[config.mk]
export PLATFORM = sky130hd
export DESIGN_NAME = volley_speed_gen
export DESIGN_NICKNAME = d
export VERILOG_FILES = /design/src/rtl/volley_pkg.sv /design/src/rtl/volley_ctrl.sv /design/src/rtl/volley_dp.sv /design/src/rtl/volley_speed_gen.sv
export SDC_FILE = /design/constraint.sdc
export NUM_CORES = 1
export LEC_CHECK = 0
export BUFFER_PORTS_ARGS = -buffer_cell sky130_fd_sc_hd__buf_2
export CORE_MARGIN = 5
export CORE_UTILIZATION = 30
export CTS_BUF_LIST = sky130_fd_sc_hd__clkbuf_4
export DETAILED_ROUTE_END_ITERATION = 7
export MAX_ROUTING_LAYER = met4
export PLACE_DENSITY = 0.53
export RECOVER_POWER = 100
export SYNTH_ARGS = -nofsm -noshare
export SYNTH_HDL_FRONTEND = slang
export SYNTH_SLANG_ARGS = --single-unit
[constraint.sdc]
create_clock -name clk -period 2.2 [get_ports clk]
set_clock_uncertainty 0.05 [all_clocks]
set_input_delay 0.22 -clock clk [delete_from_list [all_inputs] [get_ports clk]]
set_output_delay 0.22 -clock clk [all_outputs]
set_load 0.03 [all_outputs]
[src/rtl/volley_pkg.sv]
package volley_pkg;
  // Control strobes from the control module to the datapath.
  typedef struct packed {
    logic cntClr;   // clear the volley count
    logic cntInc;   // request one increment (datapath saturates)
    logic seqLoad;  // frame start: capture range, restart line count
    logic seqStep;  // scan line boundary: use up one move line
  } ctrlStrobes_t;
endpackage

[src/rtl/volley_ctrl.sv]
module volley_ctrl
  import volley_pkg::*;
(
  input  logic         hitStrobe,
  input  logic         speedClear,
  input  logic         frameReset,
  input  logic         lineStrobe,
  output ctrlStrobes_t strobes
);
  // The priorities are resolved here, so the datapath sees one action per part.
  always_comb begin
    strobes.cntClr  = speedClear;
    strobes.cntInc  = hitStrobe & ~speedClear;   // clear wins
    strobes.seqLoad = frameReset;
    strobes.seqStep = lineStrobe & ~frameReset;  // frame reset wins
  end
endmodule

[src/rtl/volley_dp.sv]
module volley_dp
  import volley_pkg::*;
#(
  parameter int CNT_W     = 4,
  parameter int SAT_COUNT = 12,
  parameter int MID_START = 4,
  parameter int TOP_START = 12,
  parameter int LINE_W    = 2
) (
  input  logic             clk,
  input  logic             rst_n,
  input  ctrlStrobes_t     strobes,
  output logic             moveEn,
  output logic [CNT_W-1:0] volleyCount
);
  localparam logic [CNT_W-1:0]  SAT_V  = CNT_W'(SAT_COUNT);
  localparam logic [CNT_W-1:0]  MID_V  = CNT_W'(MID_START);
  localparam logic [CNT_W-1:0]  TOP_V  = CNT_W'(TOP_START);
  localparam logic [LINE_W-1:0] ONE_L  = LINE_W'(1);
  localparam logic [LINE_W-1:0] TWO_L  = LINE_W'(2);
  localparam logic [LINE_W-1:0] THR_L  = LINE_W'(3);

  logic [CNT_W-1:0]  volleyCnt;
  logic [LINE_W-1:0] lineTarget;
  logic [LINE_W-1:0] linesUsed;
  logic [LINE_W-1:0] rangeLines;

  // Saturating volley counter
  always_ff @(posedge clk or negedge rst_n) begin
    if (!rst_n)                                volleyCnt <= '0;
    else if (strobes.cntClr)                   volleyCnt <= '0;
    else if (strobes.cntInc && volleyCnt < SAT_V) volleyCnt <= volleyCnt + CNT_W'(1);
  end

  // Decode the count into a number of move lines
  always_comb begin
    if (volleyCnt >= TOP_V)      rangeLines = THR_L;
    else if (volleyCnt >= MID_V) rangeLines = TWO_L;
    else                         rangeLines = ONE_L;
  end

  // Line sequencer: the target is captured once per frame
  always_ff @(posedge clk or negedge rst_n) begin
    if (!rst_n) begin
      lineTarget <= '0;
      linesUsed  <= '0;
    end else if (strobes.seqLoad) begin
      lineTarget <= rangeLines;
      linesUsed  <= '0;
    end else if (strobes.seqStep && linesUsed < lineTarget) begin
      linesUsed  <= linesUsed + LINE_W'(1);
    end
  end

  assign moveEn      = linesUsed < lineTarget;
  assign volleyCount = volleyCnt;

  // Assertions
  p_no_overflow_r2: assert property (@(posedge clk) disable iff (!rst_n)
    volleyCnt <= SAT_V);
  p_hit_step_r1: assert property (@(posedge clk) disable iff (!rst_n)
    (strobes.cntInc && volleyCnt < SAT_V) |=> volleyCnt == $past(volleyCnt) + CNT_W'(1));
  p_sat_hold_r2: assert property (@(posedge clk) disable iff (!rst_n)
    (strobes.cntInc && volleyCnt == SAT_V) |=> volleyCnt == SAT_V);
  p_clear_r3: assert property (@(posedge clk) disable iff (!rst_n)
    strobes.cntClr |=> volleyCnt == '0);
  p_frame_rise_r5: assert property (@(posedge clk) disable iff (!rst_n)
    strobes.seqLoad |=> moveEn);
  p_stay_low_r7: assert property (@(posedge clk) disable iff (!rst_n)
    (!moveEn && !strobes.seqLoad) |=> !moveEn);
  p_line_bound_r4: assert property (@(posedge clk) disable iff (!rst_n)
    lineTarget <= THR_L && linesUsed <= lineTarget);
endmodule

[src/rtl/volley_speed_gen.sv]
module volley_speed_gen
  import volley_pkg::*;
#(
  parameter int CNT_W     = 4,
  parameter int SAT_COUNT = 12,
  parameter int MID_START = 4,
  parameter int TOP_START = 12,
  parameter int LINE_W    = 2
) (
  input  logic             clk,
  input  logic             rst_n,
  input  logic             hitStrobe,
  input  logic             speedClear,
  input  logic             frameReset,
  input  logic             lineStrobe,
  output logic             moveEn,
  output logic [CNT_W-1:0] volleyCount
);
  ctrlStrobes_t strobes;

  volley_ctrl ctrl_i (
    .hitStrobe  (hitStrobe),
    .speedClear (speedClear),
    .frameReset (frameReset),
    .lineStrobe (lineStrobe),
    .strobes    (strobes)
  );

  volley_dp #(
    .CNT_W     (CNT_W),
    .SAT_COUNT (SAT_COUNT),
    .MID_START (MID_START),
    .TOP_START (TOP_START),
    .LINE_W    (LINE_W)
  ) dp_i (
    .clk         (clk),
    .rst_n       (rst_n),
    .strobes     (strobes),
    .moveEn      (moveEn),
    .volleyCount (volleyCount)
  );
endmodule

==> metrics.md <==
| Metric | Value |
|---|---|
| Sequential share of power | `51.0%` |
| Drt drc | `0` |
| FF+latch count, synth | `8` |
| Synth area leaders | `dfrtp_1, ha_1, mux2i_1, inv_1, xnor2_1` |
| Layout cell share with drive strength beyond 1 | `13.0%` |
| Number of routed nets with antenna violations | `0` |
| CTS max path bufs | `2` |
| Slew headroom | `71.3%` |
| Remaining global-route overflow | `0` |
| P&R area growth vs syn | `20.1%` |
| Drt first pass iters | `4` |
| Maximum clock rate | `591 MHz` |
| Net Sw Frac | `25.8%` |
| DIE AREA | `2290 um2` |
| Port-buffer cells | `10` |
| Synth area leader | `dfrtp_1` |
| R2R Path Start | `dp_i.volleyCount[3]` |
| Comb pwr share | `14.4%` |
| PD cells | `605 nW/um2` |
| Slowest cell on the critical path | `dfrtp_1` |
| Cell area after layout | `517 um2` |
| RD Place Congestion | `0.716` |
| CTS Root Cell | `clkbuf_4` |
| Detailed-route via count | `311` |
| Crit-path cells | `ha_1 > a21oi_1 > clkbuf_1` |
| Worst hold stages | `2` |
| Asr flop ratio synth | `100%` |
| Initial core utilization | `32.3%` |
| Maximum single-stage delay on the critical path | `0.39 ns` |
| Worst Setup Slack, final | `0.508 ns` |
| P_int | `232 uW` |
| Slew of the pin with the lowest slew margin | `0.431 ns` |
| Largest net degree at the start of global routing | `9` |
| Status | `finished, final reports clean` |
| Crit path time final | `1.69 ns` |
| Number of flops mapped to enable cells by yosys | `0` |
| Hold wc startpoint | `speedClear` |
| Distinct cell type count after synthesis | `19` |
| Synthesized cell area | `430 um2` |
| # Max-Cap Violations | `0` |
| Synth top area share | `46.5%` |
| Number of global-route vias before repair | `264` |
| Nets@finish | `66` |
| TNS Setup | `0 ns` |
| Htree depth | `1` |
| Average instance area after synthesis | `10.8 um2` |
| Clk network pwr share | `34.6%` |
| Startpoint types | `flip-flop` |
| Yosys warns | `0` |
| Initial antenna violation count | `0` |
| CTS Buf Count | `3` |
| Placed cell area | `499 um2` |
| RSZ-0062 raised after global routing | `false` |
| Cell with the most instances after synthesis | `dfrtp_1` |
| CP Data Required Time | `1.93 ns` |
| Core box area | `1330 um2` |
| Post-CTS Resized | `0` |
| Iter 0 DRT Violations | `8` |
| Clock Sinks | `8` |
| Clk_lat worst skew | `0.25 ns` |
| Crit Path Max Fanout | `3` |
| Period utilization | `76.9%` |
| Switching Power | `80.6 uW` |
| TritonCTS clock tree | `done` |
| Final setup viols | `0` |
| CP Class | `flip-flop to primary output` |
| Top_reg_cell synth | `dfrtp_1` |
| Final hold vios | `0` |
| GRT Util Overall | `7.52%` |
| Post-Route Utilization | `38.7%` |
| Pre-CTS setup slack | `0.793 ns` |
| Worst setup path startpoint | `dp_i.linesUsed[1]` |
| Min-Delay Path Class | `primary input to flip-flop` |
| CP arrival | `1.42 ns` |
| First-pass GRT wire length | `1090 um` |
| Sequential cell area fraction in the yosys report | `46.5%` |
| Critical path capture point type | `primary output` |
| Most frequent cells after synthesis | `dfrtp_1, inv_1, ha_1, nor2_1, mux2i_1` |
| Die height | `47.9 um` |
| Routed vias/inst | `4.51` |
| Detailed Route WL | `752 um` |
| # IOs | `11` |
| Horiz. Die Dim | `47.9 um` |
| Slew Limit Fails | `0` |
| R2R cell count | `4` |
| Core Rows | `13` |
| Maximum VDD drop | `361 uV` |
| Cell count after synthesis | `40` |
| P_leak | `0.000257 uW` |
| Mapped Nets | `50` |
| WL/cell | `10.9 um` |
| Hold WS | `0.143 ns` |
| Filler cells | `148` |
| Clk slew on worst S/H paths | `0.06 ns` |
| Number of diodes | `0` |
[sequential cells by signal, summed over array words and instances (netlist names)]
signal,flops
dp_i.lineTarget,2
dp_i.linesUsed,2
dp_i.volleyCount,4
[final cells by class]
type	count	area, um2	share of cell area (%)
repair buffers	11	52.6	10.2
inverters	5	18.8	3.63
clock buffers	3	22.5	4.36
flip-flops and latches	8	200	38.7
well taps	15	18.8	3.63
multi-input cells	27	204	39.5
[power by group through the flow]
stage                     combinational (uW)  clock (uW)  sequential (uW)
final                                   45.0         108              159
after global routing                    49.8         122              160
after floorplan                         20.7           0              169
after CTS                               49.3         116              160
after global placement                  48.3           0              162
after detailed placement                47.7           0              162
[per-layer routing]
| layer | track usage [%] | share of wire [%] | routed length (um) |
|---|---|---|---|
| met1 | 9.44 | 49 | 371 |
| met5 | - | 0 | 0 |
| met4 | 0 | 0 | 0 |
| met2 | 9.50 | 42 | 316 |
| met3 | 6.77 | 8.5 | 64 |
[repair_timing]
action / in CTS / in global routing
buffers inserted: 0 / 0
endpoints found under the hold margin: 8 / 0
hold buffers: 1 / 0
[final timing paths]
| path | end | slack, ns |
|---|---|---|
| max in group asynchronous | dp_i.volleyCount[1] | 1.43 |
| min in group asynchronous | dp_i.linesUsed[0] | 0.36 |
| worst min register to register | dp_i.lineTarget[1] | 0.50 |
| worst min-delay path | dp_i.volleyCount[2] | 0.14 |
| worst max register to register | dp_i.volleyCount[3] | 0.72 |
| worst max-delay path | moveEn | 0.51 |
[layout by cell type, fill, tap and decap left out]
cell,count
inv_1,5
xor2_1,1
mux2i_1,3
xnor2_1,2
nand3_1,1
nor3_1,1
or4_1,1
dfrtp_1,8
ha_1,4
clkbuf_4,3
a31oi_1,1
and4bb_1,1
nor2b_1,1
a21oi_1,1
nand2b_1,3
nor2_1,4
nand2_1,1
buf_2,4
clkbuf_1,6
dlygate4sd3_1,1
o21ai_0,1
nand3b_1,1
[through the flow]
stage | total power [uW] | std cells
2_1_floorplan | 189 | 40
3_3_place_gp | 210 | 65
3_5_place_dp | 210 | 65
4_1_cts | 325 | 69
5_1_grt | 332 | 69
6_report | 313 | 69
[worst max-delay path, delay by kind of cell, from the launching register on]
| kind | cells | cell delay (ns) |
|---|---|---|
| buf+inv | 1 | 0.32 |
| flops | 1 | 0.39 |
| compound gates | 1 | 0.13 |
| fa+ha+maj | 1 | 0.33 |
[cells by family after synthesis]
family | after synthesis | share of synthesized area [%]
xor+xnor | 3 | 6.11
compound gates | 3 | 3.78
fa+ha+maj | 4 | 11.6
flops | 8 | 46.5
mux | 3 | 6.98
simple gates | 14 | 20.6
buf+inv | 5 | 4.36
Power figures use the tool's default switching activity.
